`config.mk`:
```
export PLATFORM = sky130hd
export DESIGN_NAME = uart_xcvr
export DESIGN_NICKNAME = d
export VERILOG_FILES = /design/src/rtl/uart_pkg.sv /design/src/rtl/uart_tx.sv /design/src/rtl/uart_rx.sv /design/src/rtl/uart_xcvr.sv
export SDC_FILE = /design/constraint.sdc
export NUM_CORES = 1
export LEC_CHECK = 0
export BUFFER_PORTS_ARGS = -buffer_cell sky130_fd_sc_hd__buf_2
export CAP_MARGIN = 20
export CORE_UTILIZATION = 52
export DETAILED_ROUTE_END_ITERATION = 7
export GPL_TIMING_DRIVEN = 1
export PLACE_DENSITY = 0.71
export SETUP_SLACK_MARGIN = 0.2
export SLEW_MARGIN = 25
export SYNTH_ARGS = -nofsm -noshare
export SYNTH_HDL_FRONTEND = slang
export SYNTH_HIERARCHICAL = 1
export SYNTH_SLANG_ARGS = --single-unit
export TNS_END_PERCENT = 100
```
`constraint.sdc`:
```
create_clock -name clk -period 2.48 [get_ports clk]
set_input_delay 0.124 -clock clk [delete_from_list [all_inputs] [get_ports clk]]
set_output_delay 0.124 -clock clk [all_outputs]
set_load 0.02 [all_outputs]
```
`src/rtl/uart_pkg.sv`:
```
`timescale 1ns/1ps
package uart_pkg;
  typedef enum logic [1:0] {
    FMT_8N  = 2'd0,
    FMT_8P  = 2'd1,
    FMT_7P  = 2'd2,
    FMT_RSV = 2'd3
  } fmt_e;

  typedef enum logic [2:0] {
    PH_IDLE, PH_START, PH_DATA, PH_PAR, PH_STOP
  } phase_e;

  function automatic logic fmt_has_par(input fmt_e m);
    return (m == FMT_8P) || (m == FMT_7P);
  endfunction

  function automatic logic fmt_short(input fmt_e m);
    return (m == FMT_7P);
  endfunction
endpackage

```
`src/rtl/uart_tx.sv`:
```
`timescale 1ns/1ps
module uart_tx import uart_pkg::*; #(
  parameter int OS_RATE = 16,
  parameter int DATA_W  = 8
) (
  input  logic              clk,
  input  logic              rst_n,
  input  logic              tick,
  input  logic [1:0]        cfg_mode,
  input  logic              cfg_two_stop,
  input  logic              cfg_par_en,
  input  logic              cfg_par_odd,
  input  logic              tx_valid,
  output logic              tx_ready,
  input  logic [DATA_W-1:0] tx_data,
  output logic              txd
);
  localparam int CW = $clog2(OS_RATE);
  localparam int BW = $clog2(DATA_W);
  localparam logic [CW-1:0] CNT_LAST = CW'(OS_RATE - 1);

  logic              buf_full;
  logic [DATA_W-1:0] buf_q, sh_q;
  phase_e            ph;
  logic [CW-1:0]     cnt;
  logic [BW-1:0]     bit_idx;
  logic              stop_idx, f_short, f_par, f_two, par_q, txd_q;
  logic              last_stop, launch;
  logic [BW-1:0]     last_idx;
  fmt_e              mode;

  assign mode      = fmt_e'(cfg_mode);
  assign tx_ready  = !buf_full;
  assign txd       = txd_q;
  assign last_idx  = f_short ? BW'(DATA_W - 2) : BW'(DATA_W - 1);
  assign last_stop = (ph == PH_STOP) && (cnt == CNT_LAST) && (!f_two || stop_idx);
  assign launch    = tick && buf_full && ((ph == PH_IDLE) || last_stop);

  function automatic logic calc_par(input logic [DATA_W-1:0] d, input logic short7,
                                    input logic odd);
    logic [DATA_W-1:0] m;
    m = d;
    if (short7) m[DATA_W-1] = 1'b0;
    return (^m) ^ odd;
  endfunction

  always_ff @(posedge clk or negedge rst_n) begin
    if (!rst_n) begin
      buf_full <= 1'b0;
      buf_q    <= '0;
      sh_q     <= '0;
      ph       <= PH_IDLE;
      cnt      <= '0;
      bit_idx  <= '0;
      stop_idx <= 1'b0;
      f_short  <= 1'b0;
      f_par    <= 1'b0;
      f_two    <= 1'b0;
      par_q    <= 1'b0;
      txd_q    <= 1'b1;
    end else begin
      if (tx_valid && !buf_full) begin
        buf_full <= 1'b1;
        buf_q    <= tx_data;
      end
      if (launch) begin
        buf_full <= 1'b0;
        sh_q     <= buf_q;
        f_short  <= fmt_short(mode);
        f_par    <= fmt_has_par(mode);
        f_two    <= cfg_two_stop;
        par_q    <= cfg_par_en ? calc_par(buf_q, fmt_short(mode), cfg_par_odd) : 1'b0;
        ph       <= PH_START;
        cnt      <= '0;
        stop_idx <= 1'b0;
        txd_q    <= 1'b0;
      end else if (tick && ph != PH_IDLE) begin
        if (cnt == CNT_LAST) begin
          cnt <= '0;
          unique case (ph)
            PH_START: begin
              ph      <= PH_DATA;
              bit_idx <= '0;
              txd_q   <= sh_q[0];
              sh_q    <= sh_q >> 1;
            end
            PH_DATA: begin
              if (bit_idx == last_idx) begin
                if (f_par) begin
                  ph    <= PH_PAR;
                  txd_q <= par_q;
                end else begin
                  ph    <= PH_STOP;
                  txd_q <= 1'b1;
                end
              end else begin
                bit_idx <= bit_idx + 1'b1;
                txd_q   <= sh_q[0];
                sh_q    <= sh_q >> 1;
              end
            end
            PH_PAR: begin
              ph    <= PH_STOP;
              txd_q <= 1'b1;
            end
            PH_STOP: begin
              if (f_two && !stop_idx) stop_idx <= 1'b1;
              else                    ph       <= PH_IDLE;
            end
            default: ph <= PH_IDLE;
          endcase
        end else begin
          cnt <= cnt + 1'b1;
        end
      end
    end
  end

  // an accepted byte fills the buffer, so the next cycle is not ready
  a_r11_full_after_accept: assert property (@(posedge clk) disable iff (!rst_n)
    tx_valid && tx_ready |=> !tx_ready);
  // the serial line moves only on an oversampling strobe
  a_r2_line_on_tick: assert property (@(posedge clk) disable iff (!rst_n)
    !$stable(txd) |-> $past(tick));
endmodule

```
`src/rtl/uart_rx.sv`:
```
`timescale 1ns/1ps
module uart_rx import uart_pkg::*; #(
  parameter int OS_RATE = 16,
  parameter int DATA_W  = 8
) (
  input  logic              clk,
  input  logic              rst_n,
  input  logic              tick,
  input  logic              rxd,
  input  logic [1:0]        cfg_mode,
  input  logic              cfg_two_stop,
  input  logic              cfg_par_en,
  input  logic              cfg_par_odd,
  input  logic              rx_en_set,
  input  logic              clr_fe,
  input  logic              clr_pe,
  input  logic              clr_oe,
  input  logic              rx_ready,
  output logic              rx_valid,
  output logic [DATA_W-1:0] rx_data,
  output logic              err_fe,
  output logic              err_pe,
  output logic              err_oe
);
  localparam int CW = $clog2(OS_RATE);
  localparam int BW = $clog2(DATA_W);
  localparam logic [CW-1:0] CNT_LAST = CW'(OS_RATE - 1);
  localparam logic [CW-1:0] CNT_HALF = CW'(OS_RATE / 2 - 1);

  logic [1:0]        sync_q;
  logic              rx_s, rx_s_d, rx_en, fall_pend;
  phase_e            ph;
  logic [CW-1:0]     cnt;
  logic [BW-1:0]     bit_idx, last_idx;
  logic [DATA_W-1:0] sh_q, word;
  logic              stop_idx, f_short, f_par, f_two, f_pen, f_odd, par_s, fe_acc;
  logic              done_q, frm_fe, frm_pe;
  logic [DATA_W-1:0] frm_data;
  logic              oe_set;
  fmt_e              mode;

  assign mode     = fmt_e'(cfg_mode);
  assign rx_s     = sync_q[1];
  assign last_idx = f_short ? BW'(DATA_W - 2) : BW'(DATA_W - 1);
  assign word     = f_short ? {1'b0, sh_q[DATA_W-1:1]} : sh_q;

  always_ff @(posedge clk or negedge rst_n) begin
    if (!rst_n) begin
      sync_q    <= 2'b11;
      rx_s_d    <= 1'b1;
      rx_en     <= 1'b0;
      fall_pend <= 1'b0;
      ph        <= PH_IDLE;
      cnt       <= '0;
      bit_idx   <= '0;
      sh_q      <= '0;
      stop_idx  <= 1'b0;
      f_short   <= 1'b0;
      f_par     <= 1'b0;
      f_two     <= 1'b0;
      f_pen     <= 1'b0;
      f_odd     <= 1'b0;
      par_s     <= 1'b0;
      fe_acc    <= 1'b0;
      done_q    <= 1'b0;
      frm_fe    <= 1'b0;
      frm_pe    <= 1'b0;
      frm_data  <= '0;
    end else begin
      sync_q <= {sync_q[0], rxd};
      rx_s_d <= rx_s;
      done_q <= 1'b0;
      if (rx_en_set) rx_en <= 1'b1;
      unique case (ph)
        PH_IDLE: begin
          if (rx_en && rx_s_d && !rx_s) fall_pend <= 1'b1;
          if (tick && fall_pend) begin
            fall_pend <= 1'b0;
            ph        <= PH_START;
            cnt       <= '0;
            f_short   <= fmt_short(mode);
            f_par     <= fmt_has_par(mode);
            f_two     <= cfg_two_stop;
            f_pen     <= cfg_par_en;
            f_odd     <= cfg_par_odd;
            fe_acc    <= 1'b0;
            stop_idx  <= 1'b0;
          end
        end
        PH_START: if (tick) begin
          if (cnt == CNT_HALF) begin
            cnt     <= '0;
            bit_idx <= '0;
            ph      <= rx_s ? PH_IDLE : PH_DATA;
          end else cnt <= cnt + 1'b1;
        end
        PH_DATA: if (tick) begin
          if (cnt == CNT_LAST) begin
            cnt     <= '0;
            sh_q    <= {rx_s, sh_q[DATA_W-1:1]};
            bit_idx <= bit_idx + 1'b1;
            if (bit_idx == last_idx) ph <= f_par ? PH_PAR : PH_STOP;
          end else cnt <= cnt + 1'b1;
        end
        PH_PAR: if (tick) begin
          if (cnt == CNT_LAST) begin
            cnt   <= '0;
            par_s <= rx_s;
            ph    <= PH_STOP;
          end else cnt <= cnt + 1'b1;
        end
        PH_STOP: if (tick) begin
          if (cnt == CNT_LAST) begin
            cnt <= '0;
            if (!rx_s) fe_acc <= 1'b1;
            if (f_two && !stop_idx) begin
              stop_idx <= 1'b1;
            end else begin
              ph       <= PH_IDLE;
              done_q   <= 1'b1;
              frm_data <= word;
              frm_fe   <= fe_acc | !rx_s;
              frm_pe   <= f_par && f_pen && (par_s != ((^word) ^ f_odd));
            end
          end else cnt <= cnt + 1'b1;
        end
        default: ph <= PH_IDLE;
      endcase
    end
  end

  assign oe_set = done_q && rx_valid && !rx_ready;

  always_ff @(posedge clk or negedge rst_n) begin
    if (!rst_n) begin
      rx_valid <= 1'b0;
      rx_data  <= '0;
      err_fe   <= 1'b0;
      err_pe   <= 1'b0;
      err_oe   <= 1'b0;
    end else begin
      if (done_q && !oe_set) begin
        rx_valid <= 1'b1;
        rx_data  <= frm_data;
      end else if (rx_valid && rx_ready) begin
        rx_valid <= 1'b0;
      end
      err_fe <= (done_q && frm_fe) || (err_fe && !clr_fe);
      err_pe <= (done_q && frm_pe) || (err_pe && !clr_pe);
      err_oe <= oe_set || (err_oe && !clr_oe);
    end
  end

  // each flag survives until its own clear bit
  a_r9_fe_sticky: assert property (@(posedge clk) disable iff (!rst_n)
    err_fe && !clr_fe |=> err_fe);
  a_r4_pe_sticky: assert property (@(posedge clk) disable iff (!rst_n)
    err_pe && !clr_pe |=> err_pe);
  a_r10_oe_sticky: assert property (@(posedge clk) disable iff (!rst_n)
    err_oe && !clr_oe |=> err_oe);
  // an unread character is held intact
  a_r10_hold_unread: assert property (@(posedge clk) disable iff (!rst_n)
    rx_valid && !rx_ready |=> rx_valid && $stable(rx_data));
  // no frame activity before the receiver is turned on
  a_r7_idle_when_off: assert property (@(posedge clk) disable iff (!rst_n)
    !rx_en |-> ph == PH_IDLE);
endmodule

```
`src/rtl/uart_xcvr.sv`:
```
`timescale 1ns/1ps
module uart_xcvr #(
  parameter int OS_RATE = 16,
  parameter int DATA_W  = 8
) (
  input  logic              clk,
  input  logic              rst_n,
  input  logic              os_tick,
  input  logic [1:0]        cfg_mode,
  input  logic              cfg_two_stop,
  input  logic              cfg_par_en,
  input  logic              cfg_par_odd,
  input  logic              cmd_we,
  input  logic              cmd_rx_enable,
  input  logic              cmd_clr_frame,
  input  logic              cmd_clr_parity,
  input  logic              cmd_clr_overrun,
  input  logic              tx_valid,
  output logic              tx_ready,
  input  logic [DATA_W-1:0] tx_data,
  output logic              txd,
  input  logic              rxd,
  output logic              rx_valid,
  input  logic              rx_ready,
  output logic [DATA_W-1:0] rx_data,
  output logic              err_frame,
  output logic              err_parity,
  output logic              err_overrun
);
  uart_tx #(.OS_RATE(OS_RATE), .DATA_W(DATA_W)) u_tx (
    .clk, .rst_n, .tick(os_tick), .cfg_mode, .cfg_two_stop, .cfg_par_en,
    .cfg_par_odd, .tx_valid, .tx_ready, .tx_data, .txd
  );

  uart_rx #(.OS_RATE(OS_RATE), .DATA_W(DATA_W)) u_rx (
    .clk, .rst_n, .tick(os_tick), .rxd, .cfg_mode, .cfg_two_stop, .cfg_par_en,
    .cfg_par_odd,
    .rx_en_set(cmd_we && cmd_rx_enable),
    .clr_fe(cmd_we && cmd_clr_frame),
    .clr_pe(cmd_we && cmd_clr_parity),
    .clr_oe(cmd_we && cmd_clr_overrun),
    .rx_ready, .rx_valid, .rx_data,
    .err_fe(err_frame), .err_pe(err_parity), .err_oe(err_overrun)
  );
endmodule

```
Yosys cells after proc, flatten, opt, wreduce, memory -nomap -nowiden
Index checks and enable logic that the tools add are counted.

Word-level logic and storage cells: 234. Flip-flop bits (word level): 87. Output and inout port bits: 14. Bits of input ports: 24.

Mux-type cells: 78. Eq/ne operators: 34. $add $sub $neg: 4. Reduce and logical (&&, ||, !) cells: 76. Bitwise gates (word level): 5.

Operators with widths (number): $mux 3 (23); $mux 8 (5); $mux 1 (32); $mux 4 (8); $logic_and 1x1->1 (26); $reduce_and 4->1 (5); $reduce_and 5->1 (4); $reduce_bool 2->1 (10); $ne 2x1->1 const B (8); $pmux 8 s2 (1); $reduce_xor 8->1 (2); $pmux 3 s5 (1); $ne 2x2->1 const B (7); $eq 3x2->1 const B (4); $pmux 3 s2 (2); $pmux 3 s4 (1); $pmux 4 s3 (1); $reduce_and 11->1 (1); $logic_not 1->1 (10); $reduce_and 3->1 (3); $reduce_bool 3->1 (3); $add 4x1->4 const B (2); $eq 4x4->1 const B (2); $add 3x1->3 const B (2); 20 further kinds (34).

Logic depth before layout (Yosys ltp)
Word-level depth: 9. Gate-level depth with buffers: 9.

By module
The synthesis kept the hierarchy.

By module, submodules not included: uart_rx (area each 2565.0 µm², instances 1, cells each 235); uart_tx (area each 1690.4 µm², instances 1, cells each 156); uart_xcvr (area each 25.0 µm², instances 1, cells each 4).

Worst setup path before layout
Ideal clock, no wire load.

Path type: flip-flop to flip-flop. From: register u_tx.cnt[0]. To: register u_tx.sh_q[5]. Slack: 0.674 ns. Arrival time: 1.688 ns. Setup time: 0.118 ns. Cell stages (with the launch flop): 9. Data required time: 2.362 ns. Cell sequence: dfrtp_1 > ha_1 > nand3_2 > o21ai_0 > and4_1 > buf_2 > buf_4 > a22o_1 > a21o_1.

Word-level cells in the longest chain between the ends: 7. Elaborated cells between the ends (all ways): 11.

RTL lines: from (decl) (line uart_tx.sv:25) `logic [CW-1:0] cnt;`; from (signal assigned) (line uart_tx.sv:113) `cnt <= cnt + 1'b1;`; $eq 4x4->1 (*) (line uart_tx.sv:36, uart_tx.sv:78); $logic_and 1x1->1 (2 in a row) (line uart_tx.sv:36) `assign last_stop = (ph == PH_STOP) && (cnt == CNT_LAST) && (!f_two || stop_idx);`; $logic_or 1x1->1 (line uart_tx.sv:37) `assign launch = tick && buf_full && ((ph == PH_IDLE) || last_stop);`; $logic_and 1x1->1 (line uart_tx.sv:37); $ne 3x2->1 (no line) (tied with other cells); $reduce_and 4->1 (no line); to (signal assigned) (line uart_tx.sv:68) `sh_q <= buf_q;`; to (signal assigned) (line uart_tx.sv:85) `sh_q <= sh_q >> 1;`; to (signal assigned) (line uart_tx.sv:99) `sh_q <= sh_q >> 1;`; to (decl) (line uart_tx.sv:23) `logic [DATA_W-1:0] buf_q, sh_q;`.

Mark *: on every way between the ends. The rest lies on a longest branch, timed or not. A chain may end at the register's enable or synchronous reset.

Worst setup path after layout
From: register u_tx.cnt[0]. To: register u_tx.f_short.

Word-level cells in the longest chain between the ends: 5.

RTL lines: $eq 4x4->1 (line uart_tx.sv:36); $logic_and 1x1->1 (2 in a row) (line uart_tx.sv:36); $logic_or 1x1->1 (line uart_tx.sv:37); $logic_and 1x1->1 (line uart_tx.sv:37); to (signal assigned) (line uart_tx.sv:69) `f_short <= fmt_short(mode);`; to (decl) (line uart_tx.sv:27) `logic stop_idx, f_short, f_par, f_two, par_q, txd_q;`.

No other way between the ends.

==> out/metrics.cfg <==
[timing]
rsz0062_at_grt = false
layout_min_cycle_time_ps = 1964
whs_ps = 28.83
post-route-period-util_pct = 79.21
fmax_ghz = 0.5091
setup_violations = 0
tightestPinTransition_ps = 627.4
slew-limit-headroom_pct = 58.09
final-hold-violation-count = 0
tns_ps = 0
finalMaxSlewViolations = 0
clock_skew_ps = 8.217

[final_layout]
drive_gt1_share_pct = 24.83
syn2layout_area_growth_pct = 12.98
fin_util_pct = 61.62
diodes = 0
design_area_um2 = 4836
fin_nets = 472

[routing]
drt-wirelength-per-cell_um = 14.34
dr.pass1.iters = 4
vias_per_cell = 5.486
drc_errors = 0
vias = 3012
drt-initial-drc-count = 163
routed_wl_um = 7870
drtAntennaViolNets = 0

[die]
fp.dieArea_um2 = 8598
fp.dieH_um = 92.73
chipWidth_um = 92.73
rows = 32
coreArea_um2 = 7848
ioPinCount = 38
initial_core_util_pct = 54.54

[clock_network]
clk_pin_slew_worst_paths_ps = 80
cts_tree = yes
clk_latency_ps = 340
post_cts_resized = 0
h-tree-depth = 3
cts.sinks = 87
clockRootBuffer = clkbuf_8
postCtsSetupBuffers = 0
clk_path_buf_depth = 2
cts_hold_buf = 10
cts_buffers = 9

[place]
hpwl_um = 5612
portBuffers = 37
place.gp.congestion = 0.8232
place_area_um2 = 4553

[pwr]
p_leak_nw = 2.253
power_mw = 4.192
pwr_density_cell_nw_per_um2 = 866.8
vdd_drop_max_mv = 0.6258

[global_route]
grt_max_degree = 50
grt_overflow = 0
antenna_found_initial = 0
grt_first_pass_wirelength_um = 13900
track_usage_pct = 20.79
grt_pass1_vias = 3010

[flow_run]
maxCapViolations = 0

[setup_path]
cp_slowest_cell = dfrtp_1
start_kind = flip-flop
crit_path_end_kind = flip-flop
path_cells = ha_1, nand3_2, o21ai_0, and4_1, buf_4, mux2_2
cp_max_fo = 15
cp.buffers_inverters = 1
required_ps = 2720
cp.arrival_ps = 2200
slowest_delay_ps = 410
criticalPathCategory = reg2reg
crit_family = simple AND/OR/NAND/NOR gates

[outcome]
outcome = completed

[logic_synthesis]
yosys_register_bits = 87
ys_seq_area_share_pct = 50.98
ys_warn_count = 6
syn-num-nets = 425
syn_inst = 395
synth_edf_count = 0
yosysUniqueCellTypes = 58
avgSynthCellArea_um2 = 10.84
syn_area_um2 = 4280
synth-main-ff-cell = dfrtp_1
async_flop_share_pct = 100.0

[worst_hold_path]
min_path_type = in2reg

-- worst register-to-register path: cells and delay by family (launching register included) --
| kind | cells | cell delay (ps) |
|---|---|---|
| AO/OA/AOI/OAI | 1 | 230 |
| adder cells (fa/ha/maj) | 1 | 230 |
| buffers and inverters | 1 | 220 |
| flip-flops | 1 | 410 |
| multiplexers | 1 | 350 |
| AND/OR/NAND/NOR | 2 | 420 |
-- where the power goes --
| part | switching (mW) | internal, mW | leakage [nW] |
|---|---|---|---|
| Clock | 0.472 | 0.421 | 0.0967 |
| Combinational | 0.552 | 0.646 | 1.04 |
| Sequential | 0.374 | 1.73 | 1.12 |
| Total | 1.40 | 2.79 | 2.25 |
-- worst paths after layout --
kind,from,endpoint,slack (ps),cells past startpoint
setup / recovery,u_tx/cnt[0],u_tx/f_short,520,6
hold / removal,tx_valid,u_tx/buf_full,30,3
setup reg to reg,u_tx/cnt[0],u_tx/f_short,520,6
hold reg to reg,u_rx/sync_q[0],u_rx/sync_q[1],360,0
max in group asynchronous,rst_n,u_rx/sync_q[1],1470,3
min in group asynchronous,rst_n,u_rx/rx_data[0],330,2
-- cells in the final DEF, fill, tap and decap left out, types with 9 or more instances in the layout --
| cell | n |
|---|---|
| inv_1 | 17 |
| clkbuf_8 | 11 |
| nand2_1 | 38 |
| nand3_1 | 11 |
| xnor2_1 | 12 |
| dlygate4sd3_1 | 10 |
| mux2i_1 | 9 |
| nand2b_1 | 10 |
| nor2_1 | 26 |
| buf_2 | 36 |
| o21ai_0 | 22 |
| dfrtp_1 | 83 |
| mux2_2 | 32 |
| a21oi_1 | 14 |
| a22o_1 | 9 |
-- stage by stage --
step	std cells	setup slack, ps
2_1_floorplan	395	673.8
3_3_place_gp	523	676.8
3_5_place_dp	523	600.0
4_1_cts	549	500.9
5_1_grt	549	399.9
6_report	549	515.7
-- state kept, by name, summed over array words and instances (netlist names), 4 cells and up --
register,cells
u_rx/frm_data,8
u_tx/cnt,4
u_rx/sh_q,8
u_tx/buf_q,8
u_rx/rx_data,8
u_rx/cnt,4
u_tx/sh_q,8
-- synth_stat cells (3+ instances only) --
| library cell | number | area share (%) |
|---|---|---|
| nor3_1 | 5 | 0.58 |
| xnor2_1 | 12 | 2.5 |
| o21ai_0 | 22 | 2.6 |
| o21ai_1 | 8 | 0.94 |
| buf_4 | 4 | 0.70 |
| dfstp_2 | 4 | 2.5 |
| a22o_1 | 9 | 1.8 |
| clkbuf_1 | 4 | 0.35 |
| inv_1 | 17 | 1.5 |
| nor2_1 | 26 | 2.3 |
| and2_1 | 4 | 0.58 |
| ha_1 | 6 | 1.8 |
| a21o_1 | 7 | 1.2 |
| mux2_2 | 32 | 8.4 |
| nand4_1 | 4 | 0.58 |
| nand3_1 | 11 | 1.3 |
| nand2_1 | 38 | 3.3 |
| xor2_1 | 3 | 0.61 |
| nor2b_1 | 5 | 0.73 |
| or2_2 | 4 | 0.58 |
| buf_2 | 8 | 0.94 |
| dfrtp_1 | 83 | 49 |
| or3_1 | 3 | 0.44 |
| mux2i_1 | 9 | 2.1 |
| nand2b_1 | 10 | 1.5 |
| a21oi_1 | 14 | 1.6 |
-- layout make-up --
cell class | instances | area [um^2]
inverter | 17 | 63.81
fill | 670 | 3012
clock buffer | 12 | 155.1
multi-input combinational | 273 | 1927
tap | 102 | 127.6
timing repair buffer | 54 | 352.8
sequential | 87 | 2182
clock inverter | 4 | 27.53
-- cells by family after synthesis --
| kind of cell | Yosys count | synth area share (%) |
|---|---|---|
| DFF | 87 | 50.98 |
| xor gates and xnor gates | 18 | 4.502 |
| buffers and inverters | 35 | 4.005 |
| AOI/OAI and AO/OA | 81 | 13.01 |
| and+or+nand+nor | 126 | 14.97 |
| muxes | 42 | 10.79 |
| adders and majority gates | 6 | 1.754 |
-- layer usage --
metal / track usage [%] / wire length (um)
met1: 26.34 / 3647
met5: 0 / 0
met2: 34.38 / 3821
met3: 4.926 / 279
met4: 8.333 / 122
Note: power is estimated with default switching activity, not from simulation.
